`src/rtl/mesi_pkg.sv`:
```
package mesi_pkg;
  typedef enum logic [1:0] {
    LS_I = 2'd0,
    LS_S = 2'd1,
    LS_E = 2'd2,
    LS_M = 2'd3
  } line_st_e;

  typedef enum logic [2:0] {
    BC_NONE = 3'd0,
    BC_RD   = 3'd1,
    BC_RDX  = 3'd2,
    BC_UPGR = 3'd3,
    BC_WB   = 3'd4
  } bus_cmd_e;
endpackage

```
`src/rtl/mesi_line_store.sv`:
```
module mesi_line_store import mesi_pkg::*; #(
  parameter int IDX_W  = 2,
  parameter int TAG_W  = 6,
  parameter int DATA_W = 16
) (
  input  logic              clk,
  input  logic              rst_n,
  input  logic [IDX_W-1:0]  p_idx_i,
  output line_st_e          p_st_o,
  output logic [TAG_W-1:0]  p_tag_o,
  output logic [DATA_W-1:0] p_data_o,
  input  logic              p_we_i,
  input  line_st_e          p_nst_i,
  input  logic [TAG_W-1:0]  p_ntag_i,
  input  logic [DATA_W-1:0] p_ndata_i,
  input  logic [IDX_W-1:0]  s_idx_i,
  output line_st_e          s_st_o,
  output logic [TAG_W-1:0]  s_tag_o,
  output logic [DATA_W-1:0] s_data_o,
  input  logic              s_we_i,
  input  line_st_e          s_nst_i
);
  localparam int LINES = 1 << IDX_W;

  logic [LINES-1:0][1:0]        st_all;
  logic [LINES-1:0][TAG_W-1:0]  tag_all;
  logic [LINES-1:0][DATA_W-1:0] data_all;

  for (genvar g = 0; g < LINES; g++) begin : g_line
    logic [1:0]        st_q;
    logic [TAG_W-1:0]  tag_q;
    logic [DATA_W-1:0] data_q;
    logic              s_sel, p_sel;
    assign s_sel = s_we_i && (s_idx_i == IDX_W'(g));
    assign p_sel = p_we_i && (p_idx_i == IDX_W'(g));
    always_ff @(posedge clk) begin
      if (!rst_n) begin
        st_q   <= LS_I;
        tag_q  <= '0;
        data_q <= '0;
      end else if (s_sel) begin
        st_q <= s_nst_i;
      end else if (p_sel) begin
        st_q   <= p_nst_i;
        tag_q  <= p_ntag_i;
        data_q <= p_ndata_i;
      end
    end
    assign st_all[g]   = st_q;
    assign tag_all[g]  = tag_q;
    assign data_all[g] = data_q;
  end

  assign p_st_o   = line_st_e'(st_all[p_idx_i]);
  assign p_tag_o  = tag_all[p_idx_i];
  assign p_data_o = data_all[p_idx_i];
  assign s_st_o   = line_st_e'(st_all[s_idx_i]);
  assign s_tag_o  = tag_all[s_idx_i];
  assign s_data_o = data_all[s_idx_i];

  AST_SNOOP_PROC_DISJOINT: assert property (@(posedge clk) disable iff (!rst_n)
    (s_we_i && p_we_i) |-> (s_idx_i != p_idx_i));
endmodule

```
`src/rtl/mesi_snoop_unit.sv`:
```
module mesi_snoop_unit import mesi_pkg::*; #(
  parameter int ADDR_W = 8,
  parameter int IDX_W  = 2,
  parameter int DATA_W = 16
) (
  input  logic              clk,
  input  logic              rst_n,
  input  logic              snp_valid_i,
  input  logic [2:0]        snp_cmd_i,
  input  logic [ADDR_W-1:0] snp_addr_i,
  output logic [IDX_W-1:0]  s_idx_o,
  input  line_st_e          s_st_i,
  input  logic [ADDR_W-IDX_W-1:0] s_tag_i,
  input  logic [DATA_W-1:0] s_data_i,
  output logic              s_we_o,
  output line_st_e          s_nst_o,
  output logic              snp_hit_o,
  output logic              snp_shared_o,
  output logic              snp_supply_o,
  output logic [DATA_W-1:0] snp_data_o
);
  logic known_cmd, give;

  assign s_idx_o   = snp_addr_i[IDX_W-1:0];
  assign known_cmd = (snp_cmd_i == BC_RD) || (snp_cmd_i == BC_RDX) || (snp_cmd_i == BC_UPGR);
  assign snp_hit_o = snp_valid_i && known_cmd && (s_st_i != LS_I) &&
                     (s_tag_i == snp_addr_i[ADDR_W-1:IDX_W]);
  assign s_we_o    = snp_hit_o;
  assign s_nst_o   = (snp_cmd_i == BC_RD) ? LS_S : LS_I;
  assign give      = snp_hit_o && (s_st_i == LS_M) && (snp_cmd_i != BC_UPGR);

  always_ff @(posedge clk) begin
    if (!rst_n) begin
      snp_shared_o <= 1'b0;
      snp_supply_o <= 1'b0;
      snp_data_o   <= '0;
    end else begin
      snp_shared_o <= snp_hit_o;
      snp_supply_o <= give;
      snp_data_o   <= give ? s_data_i : '0;
    end
  end

  AST_SUPPLY_ONLY_DIRTY: assert property (@(posedge clk) disable iff (!rst_n)
    snp_supply_o |-> ($past(s_st_i) == LS_M));
endmodule

```
`src/rtl/mesi_proc_fsm.sv`:
```
module mesi_proc_fsm import mesi_pkg::*; #(
  parameter int ADDR_W = 8,
  parameter int IDX_W  = 2,
  parameter int DATA_W = 16
) (
  input  logic              clk,
  input  logic              rst_n,
  input  logic              cpu_req_valid_i,
  output logic              cpu_req_ready_o,
  input  logic              cpu_req_write_i,
  input  logic [ADDR_W-1:0] cpu_req_addr_i,
  input  logic [DATA_W-1:0] cpu_req_wdata_i,
  output logic              cpu_rsp_valid_o,
  output logic [DATA_W-1:0] cpu_rsp_rdata_o,
  output logic              bus_req_o,
  input  logic              bus_gnt_i,
  output logic [2:0]        bus_cmd_o,
  output logic [ADDR_W-1:0] bus_addr_o,
  output logic [DATA_W-1:0] bus_wdata_o,
  input  logic              bus_shared_i,
  input  logic [DATA_W-1:0] bus_rdata_i,
  output logic [IDX_W-1:0]  p_idx_o,
  input  line_st_e          p_st_i,
  input  logic [ADDR_W-IDX_W-1:0] p_tag_i,
  input  logic [DATA_W-1:0] p_data_i,
  output logic              p_we_o,
  output line_st_e          p_nst_o,
  output logic [ADDR_W-IDX_W-1:0] p_ntag_o,
  output logic [DATA_W-1:0] p_ndata_o,
  input  logic              snp_hit_i,
  input  logic [IDX_W-1:0]  snp_idx_i
);
  localparam int TAG_W = ADDR_W - IDX_W;

  typedef enum logic [1:0] {P_IDLE, P_LOOK, P_WAIT, P_RESP} pst_e;

  pst_e              state_q;
  logic              wr_q;
  logic [ADDR_W-1:0] addr_q;
  logic [DATA_W-1:0] wdata_q;
  bus_cmd_e          cmd_q, need;
  logic [TAG_W-1:0]  tg;
  logic              hit, collide;

  assign p_idx_o = addr_q[IDX_W-1:0];
  assign tg      = addr_q[ADDR_W-1:IDX_W];
  assign hit     = (p_st_i != LS_I) && (p_tag_i == tg);
  assign collide = snp_hit_i && (snp_idx_i == p_idx_o);

  always_comb begin
    if (p_st_i == LS_M && p_tag_i != tg) need = BC_WB;
    else if (hit)                        need = (wr_q && p_st_i == LS_S) ? BC_UPGR : BC_NONE;
    else                                 need = wr_q ? BC_RDX : BC_RD;
  end

  assign cpu_req_ready_o = (state_q == P_IDLE);
  assign bus_req_o       = (state_q == P_WAIT);
  assign bus_cmd_o       = bus_req_o ? need : BC_NONE;
  assign bus_addr_o      = !bus_req_o ? '0 : (need == BC_WB) ? {p_tag_i, p_idx_o} : addr_q;
  assign bus_wdata_o     = (bus_req_o && need == BC_WB) ? p_data_i : '0;

  always_comb begin
    cpu_rsp_valid_o = 1'b0;
    cpu_rsp_rdata_o = '0;
    p_we_o    = 1'b0;
    p_nst_o   = LS_M;
    p_ntag_o  = tg;
    p_ndata_o = wdata_q;
    if (state_q == P_LOOK && !collide && need == BC_NONE) begin
      cpu_rsp_valid_o = 1'b1;
      cpu_rsp_rdata_o = wr_q ? '0 : p_data_i;
      p_we_o          = wr_q;
    end else if (state_q == P_RESP) begin
      p_we_o = 1'b1;
      if (cmd_q == BC_WB) begin
        p_nst_o   = LS_I;
        p_ntag_o  = p_tag_i;
        p_ndata_o = p_data_i;
      end else begin
        cpu_rsp_valid_o = 1'b1;
        if (cmd_q == BC_RD) begin
          p_nst_o         = bus_shared_i ? LS_S : LS_E;
          p_ndata_o       = bus_rdata_i;
          cpu_rsp_rdata_o = bus_rdata_i;
        end
      end
    end
  end

  always_ff @(posedge clk) begin
    if (!rst_n) begin
      state_q <= P_IDLE;
      wr_q    <= 1'b0;
      addr_q  <= '0;
      wdata_q <= '0;
      cmd_q   <= BC_NONE;
    end else begin
      case (state_q)
        P_IDLE: if (cpu_req_valid_i) begin
          wr_q    <= cpu_req_write_i;
          addr_q  <= cpu_req_addr_i;
          wdata_q <= cpu_req_wdata_i;
          state_q <= P_LOOK;
        end
        P_LOOK: if (!collide) state_q <= (need == BC_NONE) ? P_IDLE : P_WAIT;
        P_WAIT: if (bus_gnt_i) begin
          cmd_q   <= need;
          state_q <= P_RESP;
        end
        P_RESP: state_q <= (cmd_q == BC_WB) ? P_WAIT : P_IDLE;
        default: state_q <= P_IDLE;
      endcase
    end
  end

  AST_BUS_REQ_HELD: assert property (@(posedge clk) disable iff (!rst_n)
    (bus_req_o && !bus_gnt_i) |=> bus_req_o);
  AST_RSP_WHILE_BUSY: assert property (@(posedge clk) disable iff (!rst_n)
    cpu_rsp_valid_o |-> !cpu_req_ready_o);
  AST_EXCL_WRITE_SILENT: assert property (@(posedge clk) disable iff (!rst_n)
    (state_q == P_LOOK && !collide && wr_q && hit && p_st_i == LS_E) |=> (p_st_i == LS_M));
  AST_WB_LEAVES_INVALID: assert property (@(posedge clk) disable iff (!rst_n)
    (state_q == P_RESP && cmd_q == BC_WB) |=> (p_st_i == LS_I));
endmodule

```
`src/rtl/mesi_snoop_ctrl.sv`:
```
module mesi_snoop_ctrl import mesi_pkg::*; #(
  parameter int ADDR_W = 8,
  parameter int IDX_W  = 2,
  parameter int DATA_W = 16
) (
  input  logic              clk,
  input  logic              rst_n,
  input  logic              cpu_req_valid,
  output logic              cpu_req_ready,
  input  logic              cpu_req_write,
  input  logic [ADDR_W-1:0] cpu_req_addr,
  input  logic [DATA_W-1:0] cpu_req_wdata,
  output logic              cpu_rsp_valid,
  output logic [DATA_W-1:0] cpu_rsp_rdata,
  output logic              bus_req,
  input  logic              bus_gnt,
  output logic [2:0]        bus_cmd,
  output logic [ADDR_W-1:0] bus_addr,
  output logic [DATA_W-1:0] bus_wdata,
  input  logic              bus_shared_in,
  input  logic [DATA_W-1:0] bus_rdata_in,
  input  logic              snp_valid,
  input  logic [2:0]        snp_cmd,
  input  logic [ADDR_W-1:0] snp_addr,
  output logic              snp_shared,
  output logic              snp_supply,
  output logic [DATA_W-1:0] snp_data
);
  localparam int TAG_W = ADDR_W - IDX_W;

  logic [IDX_W-1:0]  p_idx, s_idx;
  line_st_e          p_st, s_st, p_nst, s_nst;
  logic [TAG_W-1:0]  p_tag, s_tag, p_ntag;
  logic [DATA_W-1:0] p_data, s_data, p_ndata;
  logic              p_we, s_we, snp_hit;

  mesi_line_store #(.IDX_W(IDX_W), .TAG_W(TAG_W), .DATA_W(DATA_W)) u_store (
    .clk, .rst_n,
    .p_idx_i(p_idx), .p_st_o(p_st), .p_tag_o(p_tag), .p_data_o(p_data),
    .p_we_i(p_we), .p_nst_i(p_nst), .p_ntag_i(p_ntag), .p_ndata_i(p_ndata),
    .s_idx_i(s_idx), .s_st_o(s_st), .s_tag_o(s_tag), .s_data_o(s_data),
    .s_we_i(s_we), .s_nst_i(s_nst)
  );

  mesi_snoop_unit #(.ADDR_W(ADDR_W), .IDX_W(IDX_W), .DATA_W(DATA_W)) u_snoop (
    .clk, .rst_n,
    .snp_valid_i(snp_valid), .snp_cmd_i(snp_cmd), .snp_addr_i(snp_addr),
    .s_idx_o(s_idx), .s_st_i(s_st), .s_tag_i(s_tag), .s_data_i(s_data),
    .s_we_o(s_we), .s_nst_o(s_nst), .snp_hit_o(snp_hit),
    .snp_shared_o(snp_shared), .snp_supply_o(snp_supply), .snp_data_o(snp_data)
  );

  mesi_proc_fsm #(.ADDR_W(ADDR_W), .IDX_W(IDX_W), .DATA_W(DATA_W)) u_fsm (
    .clk, .rst_n,
    .cpu_req_valid_i(cpu_req_valid), .cpu_req_ready_o(cpu_req_ready),
    .cpu_req_write_i(cpu_req_write), .cpu_req_addr_i(cpu_req_addr),
    .cpu_req_wdata_i(cpu_req_wdata), .cpu_rsp_valid_o(cpu_rsp_valid),
    .cpu_rsp_rdata_o(cpu_rsp_rdata),
    .bus_req_o(bus_req), .bus_gnt_i(bus_gnt), .bus_cmd_o(bus_cmd),
    .bus_addr_o(bus_addr), .bus_wdata_o(bus_wdata),
    .bus_shared_i(bus_shared_in), .bus_rdata_i(bus_rdata_in),
    .p_idx_o(p_idx), .p_st_i(p_st), .p_tag_i(p_tag), .p_data_i(p_data),
    .p_we_o(p_we), .p_nst_o(p_nst), .p_ntag_o(p_ntag), .p_ndata_o(p_ndata),
    .snp_hit_i(snp_hit), .snp_idx_i(s_idx)
  );
endmodule

```
`config.mk`:
```
export PLATFORM = sky130hd
export DESIGN_NAME = mesi_snoop_ctrl
export DESIGN_NICKNAME = d
export VERILOG_FILES = /design/src/rtl/mesi_pkg.sv /design/src/rtl/mesi_line_store.sv /design/src/rtl/mesi_snoop_unit.sv /design/src/rtl/mesi_proc_fsm.sv /design/src/rtl/mesi_snoop_ctrl.sv
export SDC_FILE = /design/constraint.sdc
export NUM_CORES = 1
export LEC_CHECK = 0
export BUFFER_PORTS_ARGS = -buffer_cell sky130_fd_sc_hd__buf_2
export CAP_MARGIN = 10
export CORE_MARGIN = 5
export CORE_UTILIZATION = 62
export DETAILED_ROUTE_END_ITERATION = 8
export GPL_ROUTABILITY_DRIVEN = 1
export PLACE_DENSITY = 0.86
export SLEW_MARGIN = 20
export SYNTH_ARGS = -nofsm -noshare
export SYNTH_HDL_FRONTEND = slang
export SYNTH_SLANG_ARGS = --single-unit
```
`constraint.sdc`:
```
create_clock -name clk -period 4.8 [get_ports clk]
set_input_delay 0.72 -clock clk [delete_from_list [all_inputs] [get_ports clk]]
set_output_delay 0.72 -clock clk [all_outputs]
set_load 0.05 [all_outputs]
```
Word-level counts from Yosys, hierarchy flattened
Index checks and enable logic that the tools add are counted.
Word-level totals
  input bits: 58
  memories: 0
  bits in read-only memories: 0
  bits in registers: 144
  latch bits: 0
  RAM bits: 0
  word-level logic and storage cells: 150
Operators by class
  divide/modulo/power cells: 0
  $lt $le $gt $ge: 2
  bitwise operators: 4
  multipliers: 0
  muxes and demuxes: 57
  add/subtract/negate cells: 0
  reduce and logical (&&, ||, !) cells: 41
  shifts and indexed selects: 0
  equal/unequal tests: 26
Operators by type and width (number)
  two-way mux 16 bit: 12
  binary-select mux 16 bit (select 2 bit): 2
  two-way mux 2 bit: 22
  two-way mux 6 bit: 5
  binary-select mux 6 bit (select 2 bit): 2
  logical AND 1 bit: 20
  == test 2 bit, second input constant: 8
  two-way mux 8 bit: 2
  AND reduction 2 bit: 7
  == test 6 bit: 2
  nonzero test 2 bit: 6
  two-way mux 3 bit: 3
  binary-select mux 2 bit (select 2 bit): 2
  == test 2 x 1 -> 1 bit, second input constant: 4
  case mux 2 bit (4 select lines): 1
  == test 3 x 1 -> 1 bit, second input constant: 2
  == test 3 x 2 -> 1 bit, second input constant: 2
  == test 3 bit, second input constant: 2
  zero test 2 bit: 3
  less-than comparator 2 x 3 -> 1 bit, second input constant: 2
  two-way mux 1 bit: 6
  inequality test 2 bit, second input constant: 3
  inequality test 6 bit: 1
  NOT 1 bit: 4
  6 further kinds: 7

Longest topological paths before layout
Gate-level depths: netlist (run 1).
  depth in word-level cells: 14
  depth in mapped cells: 11
  depth with buffers taken out: 7

Modules after synthesis
From an unflattened synthesis (run 1), not the netlist that was laid out.
Second synthesis, totals
  cells, all modules: 888
  area total of the unflattened synthesis: 7992.7 um^2
By module, submodules not included
  mesi_line_store: cells each 521, seq. area each 1921.8 um^2, times used 1, area an instance 4912.2 um^2
  mesi_proc_fsm: cells each 288, seq. area each 600.6 um^2, times used 1, area an instance 2260.9 um^2
  mesi_snoop_unit: cells each 79, seq. area each 360.3 um^2, times used 1, area an instance 819.5 um^2

Least setup slack after synthesis (run 1)
OpenSTA, ideal clock, no wires.
  path type: reg2out
  start: register u_fsm.addr_q[0]
  end: output bus_wdata[10]
  data required time: 4.080 ns
  cell stages (with the launch flop): 11
  arrival: 3.027 ns
  buffers on the path: 4
  setup slack: 1.053 ns
  cell sequence: dfxtp_1 buf_6 buf_6 mux4_2 xnor2_1 nand2_1 o211ai_2 or2_2 clkbuf_1 clkbuf_1 nor2b_1
Between the ends
  longest elaborated chain between the ends: 10
  elaborated cells on any way between the ends: 20
  classes of those cells: eq/ne (5); mux (10); reduce/logical (5)
Ends and longest elaborated chain
  start, declared: RTL line mesi_proc_fsm.sv:39  | logic [ADDR_W-1:0] addr_q;
  start signal, assigned: RTL line mesi_proc_fsm.sv:101  | addr_q <= cpu_req_addr_i;
  binary-select mux 2 bit (select 2 bit): RTL line mesi_line_store.sv:54  | assign p_st_o = line_st_e'(st_all[p_idx_i]);
  two-way mux 2 bit (implied by the code): RTL line mesi_line_store.sv:54
  == test 2 x 1 -> 1 bit: RTL line mesi_proc_fsm.sv:52  | else if (hit) need = (wr_q && p_st_i == LS_S) ? BC_UPGR : BC_NONE;
  logical AND 1 bit: RTL line mesi_proc_fsm.sv:52
  two-way mux 2 bit: RTL line mesi_proc_fsm.sv:52
  two-way mux 3 bit: RTL line mesi_proc_fsm.sv:52
  two-way mux 3 bit: RTL line mesi_proc_fsm.sv:51  | if (p_st_i == LS_M && p_tag_i != tg) need = BC_WB;
  == test 3 bit: RTL line mesi_proc_fsm.sv:60  | assign bus_wdata_o = (bus_req_o && need == BC_WB) ? p_data_i : '0;
  logical AND 1 bit: RTL line mesi_proc_fsm.sv:60
  two-way mux 16 bit *: RTL line mesi_proc_fsm.sv:60
  end, declared: RTL line mesi_snoop_ctrl.sv:19  | output logic [DATA_W-1:0] bus_wdata,
Mark *: on every way between the ends. The rest lies on a longest branch, timed or not. The select of a mux whose other input is x is not followed.

Final worst setup path (run 1)
  start: register u_fsm.addr_q[1]
  end: output cpu_rsp_rdata[4]
Between the ends
  longest elaborated chain between the ends: 10
  elaborated cells on any way between the ends: 25
  classes of those cells: eq/ne (5); mux (11); reduce/logical (9)
Ends and longest elaborated chain
  binary-select mux 2 bit (select 2 bit): RTL line mesi_line_store.sv:54
  two-way mux 2 bit (implied by the code): RTL line mesi_line_store.sv:54
  == test 2 x 1 -> 1 bit: RTL line mesi_proc_fsm.sv:52
  logical AND 1 bit: RTL line mesi_proc_fsm.sv:52
  two-way mux 2 bit: RTL line mesi_proc_fsm.sv:52
  two-way mux 3 bit: RTL line mesi_proc_fsm.sv:52
  two-way mux 3 bit: RTL line mesi_proc_fsm.sv:51
  zero test 3 bit: RTL line mesi_proc_fsm.sv:69  | if (state_q == P_LOOK && !collide && need == BC_NONE) begin
  logical AND 1 bit: RTL line mesi_proc_fsm.sv:69
  two-way mux 16 bit *: RTL line mesi_proc_fsm.sv:69
  end, declared: RTL line mesi_snoop_ctrl.sv:14  | output logic [DATA_W-1:0] cpu_rsp_rdata,
Marks and branches as above.

==> run_results.csv, run 1 <==
group,metric,value,unit
worst_setup_path,cp_cell_sequence,"mux4_2 > xnor2_1 > nand4_1 > nor2_1 > and3_1 > a22o_1 > buf_2",
sta,fin_crit,4520,ps
detailed_routing,drtAntennaViolNets,0,
yosys,synthTopCellsByCount,"nand2_1 (161), dfxtp_1 (144), mux2i_1 (100)",
placed_design,preCtsSetupSlack,349,ps
yosys,synth.distinct_cells,52,
finish,fillCellCount,831,
sta,worstMarginPinSlew,1090,ps
cts,hold_buffers,0,
floorplanning,ios,122,
grt,grt.total_usage,30.0,%
finish,layout-drive-gt1-share,26.7,%
sta,max_freq,221,MHz
grt,grt_overflow,0,
cts,cts_resized,0,
floorplanning,start_util,63.4,%
floorplanning,die_h,121,um
detailed_routing,drc,0,
placed_design,io_buffers,121,
floorplanning,core_area,0.0120,sq mm
power,leakagePower,3.30,nW
worst_setup_path,worstPathArrival,3800,ps
floorplanning,fp.dieW,121,um
cts,h-tree-depth,4,
worst_setup_path,path_class,"reg -> out",
power,power_frac_clock,46.3,%
job,maxCapViolCount,0,
cts,cts_tree,"built",
sta,slew-limit-headroom,27.2,%
placed_design,gp_congestion,0.889,
yosys,syn_inst,752,
power,seq_power_share,44.3,%
yosys,yosysTopAreaCell,"dfxtp_1",
cts,numCtsBuffers,17,
yosys,ys_ff_latch,144,
yosys,yosys-top-cells-area,"dfxtp_1 (38%), mux4_2 (14%), mux2i_1 (13%), nand2_1 (7.9%), nor2b_1 (2.9%)",
sta,setup_violations,0,
placed_design,hpwl,14400,um
detailed_routing,drt_wl_total,21700,um
sta,fin_ws,275,ps
min_path,hold_path_class,"reg -> reg",
worst_setup_path,crit_path_max_incr_delay,800,ps
yosys,synth_nets,810,
cts,root_buffer,"clkbuf_16",
yosys,avgSynthCellArea,10.1,sq um
detailed_routing,vias_per_cell,6.42,
floorplanning,fp-row-count,40,
cts,clk_pin_slew,60,ps
grt,grt_pass1_wl,34100,um
sta,setup_tns,0,ps
worst_setup_path,cp.required,4080,ps
finish,syn_to_final_growth,16.2,%
yosys,synth_ff_type,"dfxtp_1",
finish,diodes,0,
power,internal_power,2.13,mW
cts,cts_setup_buffers,0,
grt,antenna_found_initial,0,
sta,maxSlewViolCount,0,
cts,clockBufferDepth,2,
grt,grt_max_degree,80,
cts,insertion_delay,430,ps
sta,hold_viol,0,
yosys,netlist_area,0.00762,sq mm
worst_setup_path,end_kind,"primary output",
power,powerDensity,317,mW/mm^2
sta,skew,6.04,ps
worst_setup_path,crit_slowest_cell,"and3_1",
detailed_routing,route.vias.total,6495,
sta,hold-worst-slack,472,ps
worst_setup_path,worstSetupStartpointType,"flip-flop",
yosys,synth_edf_count,0,
yosys,synth.most_common_cell,"nand2_1",
yosys,post-synth-top-area-fraction,37.8,%
yosys,ys_seq_area_share,37.8,%
power,switching_share,24.0,%
grt,grt_pass1_vias,6539,
yosys,synthArstFlopShare,0,%
power,combPwrFrac,9.4,%
yosys,yosys_warnings,0,
sta,final.period_utilization,94.3,%
finish,nets,909,
power,p_sw,675,uW
power,ir_drop,0.000256,V
detailed_routing,routedWlPerCell,21.5,um
status,status,"complete, no violations",
floorplanning,die_area,0.0146,sq mm
cts,clock_sinks,144,
sta,rsz0062_at_grt,"no",
detailed_routing,first_pass_iters,5,
detailed_routing,drt-initial-drc-count,643,
finish,fin_util,73.7,%
worst_setup_path,worstPathMaxFanout,16,
==> metrics by stage <==
step	instances	cell area, sq um	total power, mW
final	1011	8860	2.81
after global placement	979	8270	1.52
after global routing	1011	8860	2.90
after CTS	1011	8850	2.81
after detailed placement	979	8270	1.53
after floorplan	752	7620	1.44
==> critical path: cells and delay by family (launching register included) <==
kind / cells / cell delay [ps]
AO/OA/AOI/OAI: 1 / 240
XOR/XNOR: 1 / 240
buffers and inverters: 1 / 270
flip-flops: 1 / 760
multiplexers: 1 / 460
AND/OR/NAND/NOR: 3 / 1400
==> per-layer routing <==
metal	vias to the layer above	routed length, um	GRT usage, %
met5	-	0	0
met4	0	814	14.0
met3	74	1860	7.23
met2	342	10600	49.6
met1	3173	8450	37.0
li1	2906	-	-
==> layout make-up <==
cell class	count	area [sq um]	area share, %
multi-input combinational	538	4390	49.6
sequential	144	2880	32.6
timing repair buffer	140	776	8.76
clock buffer	28	507	5.72
tap	147	184	2.08
clock inverter	4	73.8	0.834
inverter	10	37.5	0.424
==> registers in the layout, summed over array words and instances, names as in the netlist <==
register	count
u_fsm.addr_q	8
u_fsm.cmd_q	3
u_fsm.state_q	2
u_fsm.wdata_q	16
u_fsm.wr_q	1
u_snoop.snp_data_o	16
u_snoop.snp_shared_o	1
u_snoop.snp_supply_o	1
u_store.g_line.data_q	64
u_store.g_line.st_q	8
u_store.g_line.tag_q	24
==> power by group through the flow <==
| stage | clock network [mW] | registers (mW) | logic (mW) |
|---|---|---|---|
| 5_1_grt | 1.37 | 1.24 | 0.282 |
| 6_report | 1.30 | 1.24 | 0.264 |
| 2_1_floorplan | 0 | 1.25 | 0.192 |
| 4_1_cts | 1.31 | 1.24 | 0.261 |
| 3_3_place_gp | 0 | 1.27 | 0.252 |
| 3_5_place_dp | 0 | 1.27 | 0.259 |
==> path summary, 6_finish.rpt <==
kind | from | to | slack, ps | cells after the start
max reg2reg | u_fsm.addr_q[1]$_SDFFE_PN0P_ | u_store.g_line[0].data_q[1]$_SDFFE_PN0P_ | 1240 | 8
min | u_fsm.wdata_q[8]$_SDFFE_PN0P_ | u_fsm.wdata_q[8]$_SDFFE_PN0P_ | 470 | 2
min reg2reg | u_fsm.wdata_q[8]$_SDFFE_PN0P_ | u_fsm.wdata_q[8]$_SDFFE_PN0P_ | 470 | 2
max | u_fsm.addr_q[1]$_SDFFE_PN0P_ | cpu_rsp_rdata[4] | 280 | 7
==> cells by family after synthesis <==
group,share of synthesized area (%)
mux,27.6
flops,37.8
simple gates,15.9
buf+inv,4.60
fa+ha+maj,0.131
compound gates,12.1
xor+xnor,1.84
==> layout by cell type, fill, tap and decap left out, types with 14 or more instances in the layout <==
master,Yosys,final
a22o_1,16,16
nor2b_1,35,35
o221ai_1,16,16
dfxtp_1,144,143
a21boi_0,27,27
buf_4,3,18
nand2_1,161,161
xnor2_1,14,14
mux4_2,46,46
o22a_1,16,16
buf_2,1,120
clkbuf_16,0,17
mux2i_1,100,100
nor2_1,23,23
No activity file was read; power rests on OpenSTA's default activity.
==> run 2, diff against run 1 <==
--- a/constraint.sdc
+++ b/constraint.sdc
@@ -3,2 +3,2 @@
 set_output_delay 0.72 -clock clk [all_outputs]
-set_load 0.05 [all_outputs]
+set_load 0.005 [all_outputs]
==> run 2 against run 1 <==
Against the previous run:
- first-iteration DRC count did not move
- power rose by 9.8%
- sequential share of layout area fell by 0.42 points
- clock skew rose by 1.9 ps
- routed wire length fell by 0.10%
- maximum frequency rose by 4.3%
- final cell count barely moved
- combinational power fell by 7%
- die area did not move
- non-clock buffer count fell by 1
- worst hold slack got worse by 2.0 ps
==> run_results.csv, run 2 (synthesis gave the netlist of run 1 again) <==
group,metric,value,unit
worst_setup_path,path_class,"reg -> out",
worst_setup_path,worstSetupStartpointType,"flip-flop",
job,maxCapViolCount,0,
finish,largest_register_ffs,64,
sta,skew,7.91,ps
placed_design,gp_congestion,0.888,
sta,worstMarginPinSlew,1090,ps
placed_design,placed_cell_area,0.00825,sq mm
worst_setup_path,cp.required,4080,ps
finish,top_regs,"u_store.g_line.data_q: 64 flops, u_store.g_line.tag_q: 24 flops",
worst_setup_path,worstPathMaxFanout,16,
cts,cts_resized,0,
finish,layout_commonest_cell,"nand2_1",
grt,grt_pass1_wl,34800,um
floorplanning,start_util,63.4,%
worst_setup_path,rr_worst_depth,9,
sta,rsz0062_at_grt,"no",
detailed_routing,first_pass_iters,5,
placed_design,hpwl,14200,um
detailed_routing,drt_wl_total,21700,um
cts,clock_sinks,144,
worst_setup_path,reg2reg_from,"u_fsm.addr_q[1]$_SDFFE_PN0P_",
power,powerDensity,343,mW/mm^2
detailed_routing,routedWlPerCell,21.5,um
grt,antenna_found_initial,0,
cts,cts_setup_buffers,0,
floorplanning,fp.dieW,121,um
placed_design,io_buffers,121,
cts,clockBufferDepth,2,
grt,grt.total_usage,30.3,%
min_path,min_to,"u_fsm.wdata_q[1]$_SDFFE_PN0P_",
detailed_routing,route.vias.total,6534,
finish,nets,908,
finish,layout-drive-gt1-share,27.6,%
sta,setup_violations,0,
finish,regMostFlops,"u_store.g_line.data_q",
worst_setup_path,r2r-end,"u_store.g_line[0].data_q[4]$_SDFFE_PN0P_",
sta,hold-worst-slack,470,ps
worst_setup_path,worstPathArrival,3620,ps
floorplanning,fp-row-count,40,
cts,insertion_delay,430,ps
finish,final_area,0.00897,sq mm
grt,grt_overflow,0,
cts,clk_pin_slew,60,ps
min_path,whs_path_depth,2,
finish,final_cells,1010,
sta,setup_tns,0,ps
floorplanning,die_h,121,um
worst_setup_path,regToRegSetupSlack,1140,ps
sta,max_freq,230,MHz
cts,root_buffer,"clkbuf_16",
sta,final.period_utilization,90.4,%
finish,layout_common_cells,"nand2_1 (160), dfxtp_1 (143), buf_2 (120)",
finish,fin_util,74.7,%
sta,maxSlewViolCount,0,
status,status,"complete, no violations",
sta,slew-limit-headroom,27.1,%
cts,hold_buffers,0,
floorplanning,ios,122,
floorplanning,die_area,0.0146,sq mm
min_path,worstHoldStart,"u_fsm.wdata_q[1]$_SDFFE_PN0P_",
sta,fin_crit,4340,ps
min_path,hold_path_class,"reg -> reg",
detailed_routing,drtAntennaViolNets,0,
grt,grt_max_degree,118,
detailed_routing,drt-initial-drc-count,643,
cts,cts_tree,"built",
worst_setup_path,end_kind,"primary output",
placed_design,dp.cells,978,
finish,diodes,0,
finish,syn_to_final_growth,17.7,%
detailed_routing,vias_per_cell,6.47,
floorplanning,core_area,0.0120,sq mm
power,ir_drop,0.000327,V
cts,h-tree-depth,4,
detailed_routing,drc,0,
cts,numCtsBuffers,17,
sta,hold_viol,0,
grt,grt_pass1_vias,6790,
power,leakagePower,3.36,nW
## run 2: cell count changes in the layout (fill, tap and decap cells not counted), sizes merged
cell    change
buf         -1
bufinv      +5
clkbuf     -10
inv         +6
clkinv      -1
## run 2: worst max path at each step
stage | from | end | slack, ps | cells after the start
floorplan | snp_addr[0] | cpu_rsp_rdata[10] | 1340 | 9
global placement | snp_addr[1] | cpu_rsp_rdata[2] | 760 | 9
detailed placement | snp_addr[1] | cpu_rsp_rdata[6] | 690 | 9
CTS | u_fsm.addr_q[0]$_SDFFE_PN0P_ | cpu_rsp_rdata[6] | 530 | 7
global route | u_fsm.addr_q[0]$_SDFFE_PN0P_ | cpu_rsp_rdata[15] | 300 | 7
finish | u_fsm.addr_q[1]$_SDFFE_PN0P_ | cpu_rsp_rdata[6] | 460 | 7
## run 2: report_power, final
group          switching [mW]  total, mW  internal (mW)
logic                   0.152      0.246         0.0945
registers              0.0265       1.24           1.21
clock network           0.540       1.59           1.05
total                   0.718       3.08           2.36
## run 2: critical path: stages (launching register included)
cell and delay (ps):
dfxtp_1 760, mux4_2 450, xnor2_1 210, nand4_1 250, nor2_1 340, and3_1 810
a22o_1 240, buf_2 110
## run 2: metrics by stage
stage                     worst slack, ps  total power [mW]
after global routing                  298              3.17
after global placement                756              1.50
after floorplan                      1340              1.43
final                                 460              3.08
after detailed placement              692              1.51
after CTS                             527              3.08
## run 2: area by class of cell
class	instances	area, sq um
multi-input combinational	538	4400
fill	781	3040
sequential	144	2880
timing repair buffer	139	756
clock buffer	18	439
clock inverter	14	274
tap	147	184
inverter	10	37.5
## run 2: per-layer routing
metal / vias to the layer above / GRT usage (%) / routed length [um]
li1: 2916 / - / -
met1: 3198 / 37.3 / 8570
met2: 357 / 49.8 / 10700
met3: 63 / 7.23 / 1750
met4: 0 / 15.1 / 622
met5: - / 0 / 0
==> run 3, diff against run 2 <==
Settings changed: PLACE_DENSITY 0.86 to 0.9.
==> run 3 against run 2 <==
Against the previous run:
- utilization is 1.1 points lower
- maximum frequency fell by 2.8%
- power shrank 9.7%
- die area stayed put
- via count rose by 0.32%
- design area decreased by 1.5%
- sequential share of layout area grew 0.48 points
- combinational power is essentially flat
- register-to-register slack got worse by 110 ps
- first-iteration DRC count increased by 5.0%
- clock power shrank 19%
- sequential cell count unchanged
==> run_results.csv, run 3 (synthesis gave the netlist of run 1 again) <==
group,metric,value,unit
status,status,"complete, no violations",
worst_setup_path,startpoint,"u_fsm.addr_q[0]$_SDFFE_PN0P_",
finish,fillCellCount,782,
sta,slew-limit-headroom,27.9,%
power,p_sw,669,uW
finish,layout_commonest_cell,"nand2_1",
worst_setup_path,reg2reg_from,"u_fsm.addr_q[0]$_SDFFE_PN0P_",
cts,insertion_delay,430,ps
detailed_routing,drtAntennaViolNets,0,
worst_setup_path,worstSetupEndpoint,"cpu_rsp_rdata[10]",
placed_design,hpwl,13700,um
power,switching_share,24.0,%
finish,nets,907,
worst_setup_path,worstPathMaxFanout,16,
worst_setup_path,rr_worst_depth,8,
worst_setup_path,cp.required,4080,ps
cts,numCtsBuffers,17,
sta,worstMarginPinSlew,1080,ps
floorplanning,fp-row-count,40,
worst_setup_path,r2r-end,"u_store.g_line[0].data_q[4]$_SDFFE_PN0P_",
finish,register_area,0.00288,sq mm
finish,regMostFlops,"u_store.g_line.data_q",
detailed_routing,route.vias.total,6555,
power,internal_power,2.11,mW
power,powerDensity,315,mW/mm^2
sta,setup_violations,0,
floorplanning,die_area,0.0146,sq mm
worst_setup_path,crit_path_max_incr_delay,790,ps
worst_setup_path,worstSetupStartpointType,"flip-flop",
power,power_frac_clock,46.5,%
placed_design,gp_congestion,0.969,
cts,clock_sinks,144,
cts,hold_buffers,0,
worst_setup_path,regToRegSetupSlack,1030,ps
grt,antenna_found_initial,0,
floorplanning,fp.dieW,121,um
detailed_routing,routedWlPerCell,21.0,um
detailed_routing,drt-initial-drc-count,675,
grt,grt.total_usage,29.7,%
worst_setup_path,path_class,"reg -> out",
placed_design,io_buffers,121,
grt,grt_pass1_vias,6514,
grt,grt_overflow,0,
sta,rsz0062_at_grt,"no",
finish,layout-drive-gt1-share,27.1,%
detailed_routing,first_pass_iters,7,
cts,cts_setup_buffers,0,
power,combPwrFrac,8.8,%
detailed_routing,vias_per_cell,6.50,
sta,setup_tns,0,ps
detailed_routing,drc,0,
worst_setup_path,cp_cell_sequence,"mux4_2 > xnor2_1 > nand4_1 > nor2_1 > and3_1 > a22o_1 > buf_2",
finish,layout_common_cells,"nand2_1 (161), dfxtp_1 (143), buf_2 (120)",
finish,multiInputGateArea,0.00439,sq mm
worst_setup_path,end_kind,"primary output",
finish,top_regs,"u_store.g_line.data_q: 64 flops, u_store.g_line.tag_q: 24 flops",
finish,diodes,0,
sta,hold_viol,0,
worst_setup_path,crit_slowest_cell,"and3_1",
sta,fin_crit,4460,ps
finish,largest_register_ffs,64,
power,p_total,2.78,mW
floorplanning,ios,122,
cts,root_buffer,"clkbuf_16",
floorplanning,die_h,121,um
cts,clk_pin_slew,60,ps
power,ir_drop,0.000253,V
detailed_routing,drt_wl_total,21200,um
power,seq_power_share,44.7,%
cts,cts_resized,0,
cts,cts_tree,"built",
sta,final.period_utilization,93.0,%
worst_setup_path,path_depth,7,
placed_design,dp.cells,977,
cts,h-tree-depth,4,
job,maxCapViolCount,0,
floorplanning,start_util,63.4,%
worst_setup_path,worstPathArrival,3740,ps
worst_setup_path,critPathBufInv,1,
sta,skew,7.83,ps
floorplanning,core_area,0.0120,sq mm
power,leakagePower,3.30,nW
min_path,hold_path_class,"reg -> reg",
sta,maxSlewViolCount,0,
cts,clockBufferDepth,2,
grt,grt_max_degree,99,
worst_setup_path,cp_top_family,"simple AND/OR/NAND/NOR gates",
finish,syn_to_final_growth,16.0,%
finish,final_cells,1008,
grt,grt_pass1_wl,34000,um
sta,max_freq,224,MHz
-- run 3: cell count changes in the layout (fill, tap and decap cells not counted), moves of 2 or more --
cell / change
clkbuf_8: +6
buf_4: -2
inv_6: -5
clkbuf_1: +2
clkinv_2: +4
bufinv_16: -6
-- run 3: worst min-delay path, cell delays in order, from the launching register on --
cell and delay [ps]:
dfxtp_1 310, nand2_1 50, a21boi_0 60
-- run 3: layer usage --
layer  vias up  track usage [%]  routed length, um
li1       2908                -                  -
met1      3195             38.5               8600
met2       379             46.4               9980
met3        73             7.46               1930
met4         0             14.6                683
met5         -                0                  0
-- run 3: power groups by stage --
stage          sequential, mW  clock [mW]  combinational, mW
2_1_floorplan            1.25           0              0.176
3_3_place_gp             1.27           0              0.233
3_5_place_dp             1.27           0              0.237
4_1_cts                  1.24        1.30              0.242
5_1_grt                  1.25        1.36              0.264
6_report                 1.24        1.29              0.245
-- run 3: through the flow --
step	utilization [%]	hold slack (ps)	setup slack (ps)	instance area, sq um
2_1_floorplan	-	441	1340	7620
3_3_place_gp	68.8	450	819	8260
3_5_place_dp	68.8	459	723	8260
4_1_cts	73.6	467	374	8840
5_1_grt	73.6	489	181	8840
6_report	73.6	466	335	8840
-- run 3: how the worst min path moves through the flow --
stage,cells after the start,endpoint,startpoint,slack [ps]
after floorplan,2,u_store.g_line[1].data_q[15]$_SDFFE_PN0P_,u_store.g_line[1].data_q[15]$_SDFFE_PN0P_,440
after global placement,2,u_fsm.wdata_q[14]$_SDFFE_PN0P_,u_fsm.wdata_q[14]$_SDFFE_PN0P_,450
after detailed placement,2,u_store.g_line[2].data_q[8]$_SDFFE_PN0P_,u_store.g_line[2].data_q[8]$_SDFFE_PN0P_,460
after CTS,2,u_fsm.wdata_q[3]$_SDFFE_PN0P_,u_fsm.wdata_q[3]$_SDFFE_PN0P_,470
after global routing,2,u_store.g_line[1].data_q[13]$_SDFFE_PN0P_,u_store.g_line[1].data_q[13]$_SDFFE_PN0P_,490
final,2,u_fsm.wdata_q[3]$_SDFFE_PN0P_,u_fsm.wdata_q[3]$_SDFFE_PN0P_,470
-- run 3: cell type report --
class / instances / share of cell area [%]
multi-input cells: 538 / 49.7
flip-flops and latches: 144 / 32.6
repair buffers: 138 / 8.61
clock buffers: 26 / 5.99
well taps: 147 / 2.08
clock inverters: 5 / 0.566
inverters: 10 / 0.425
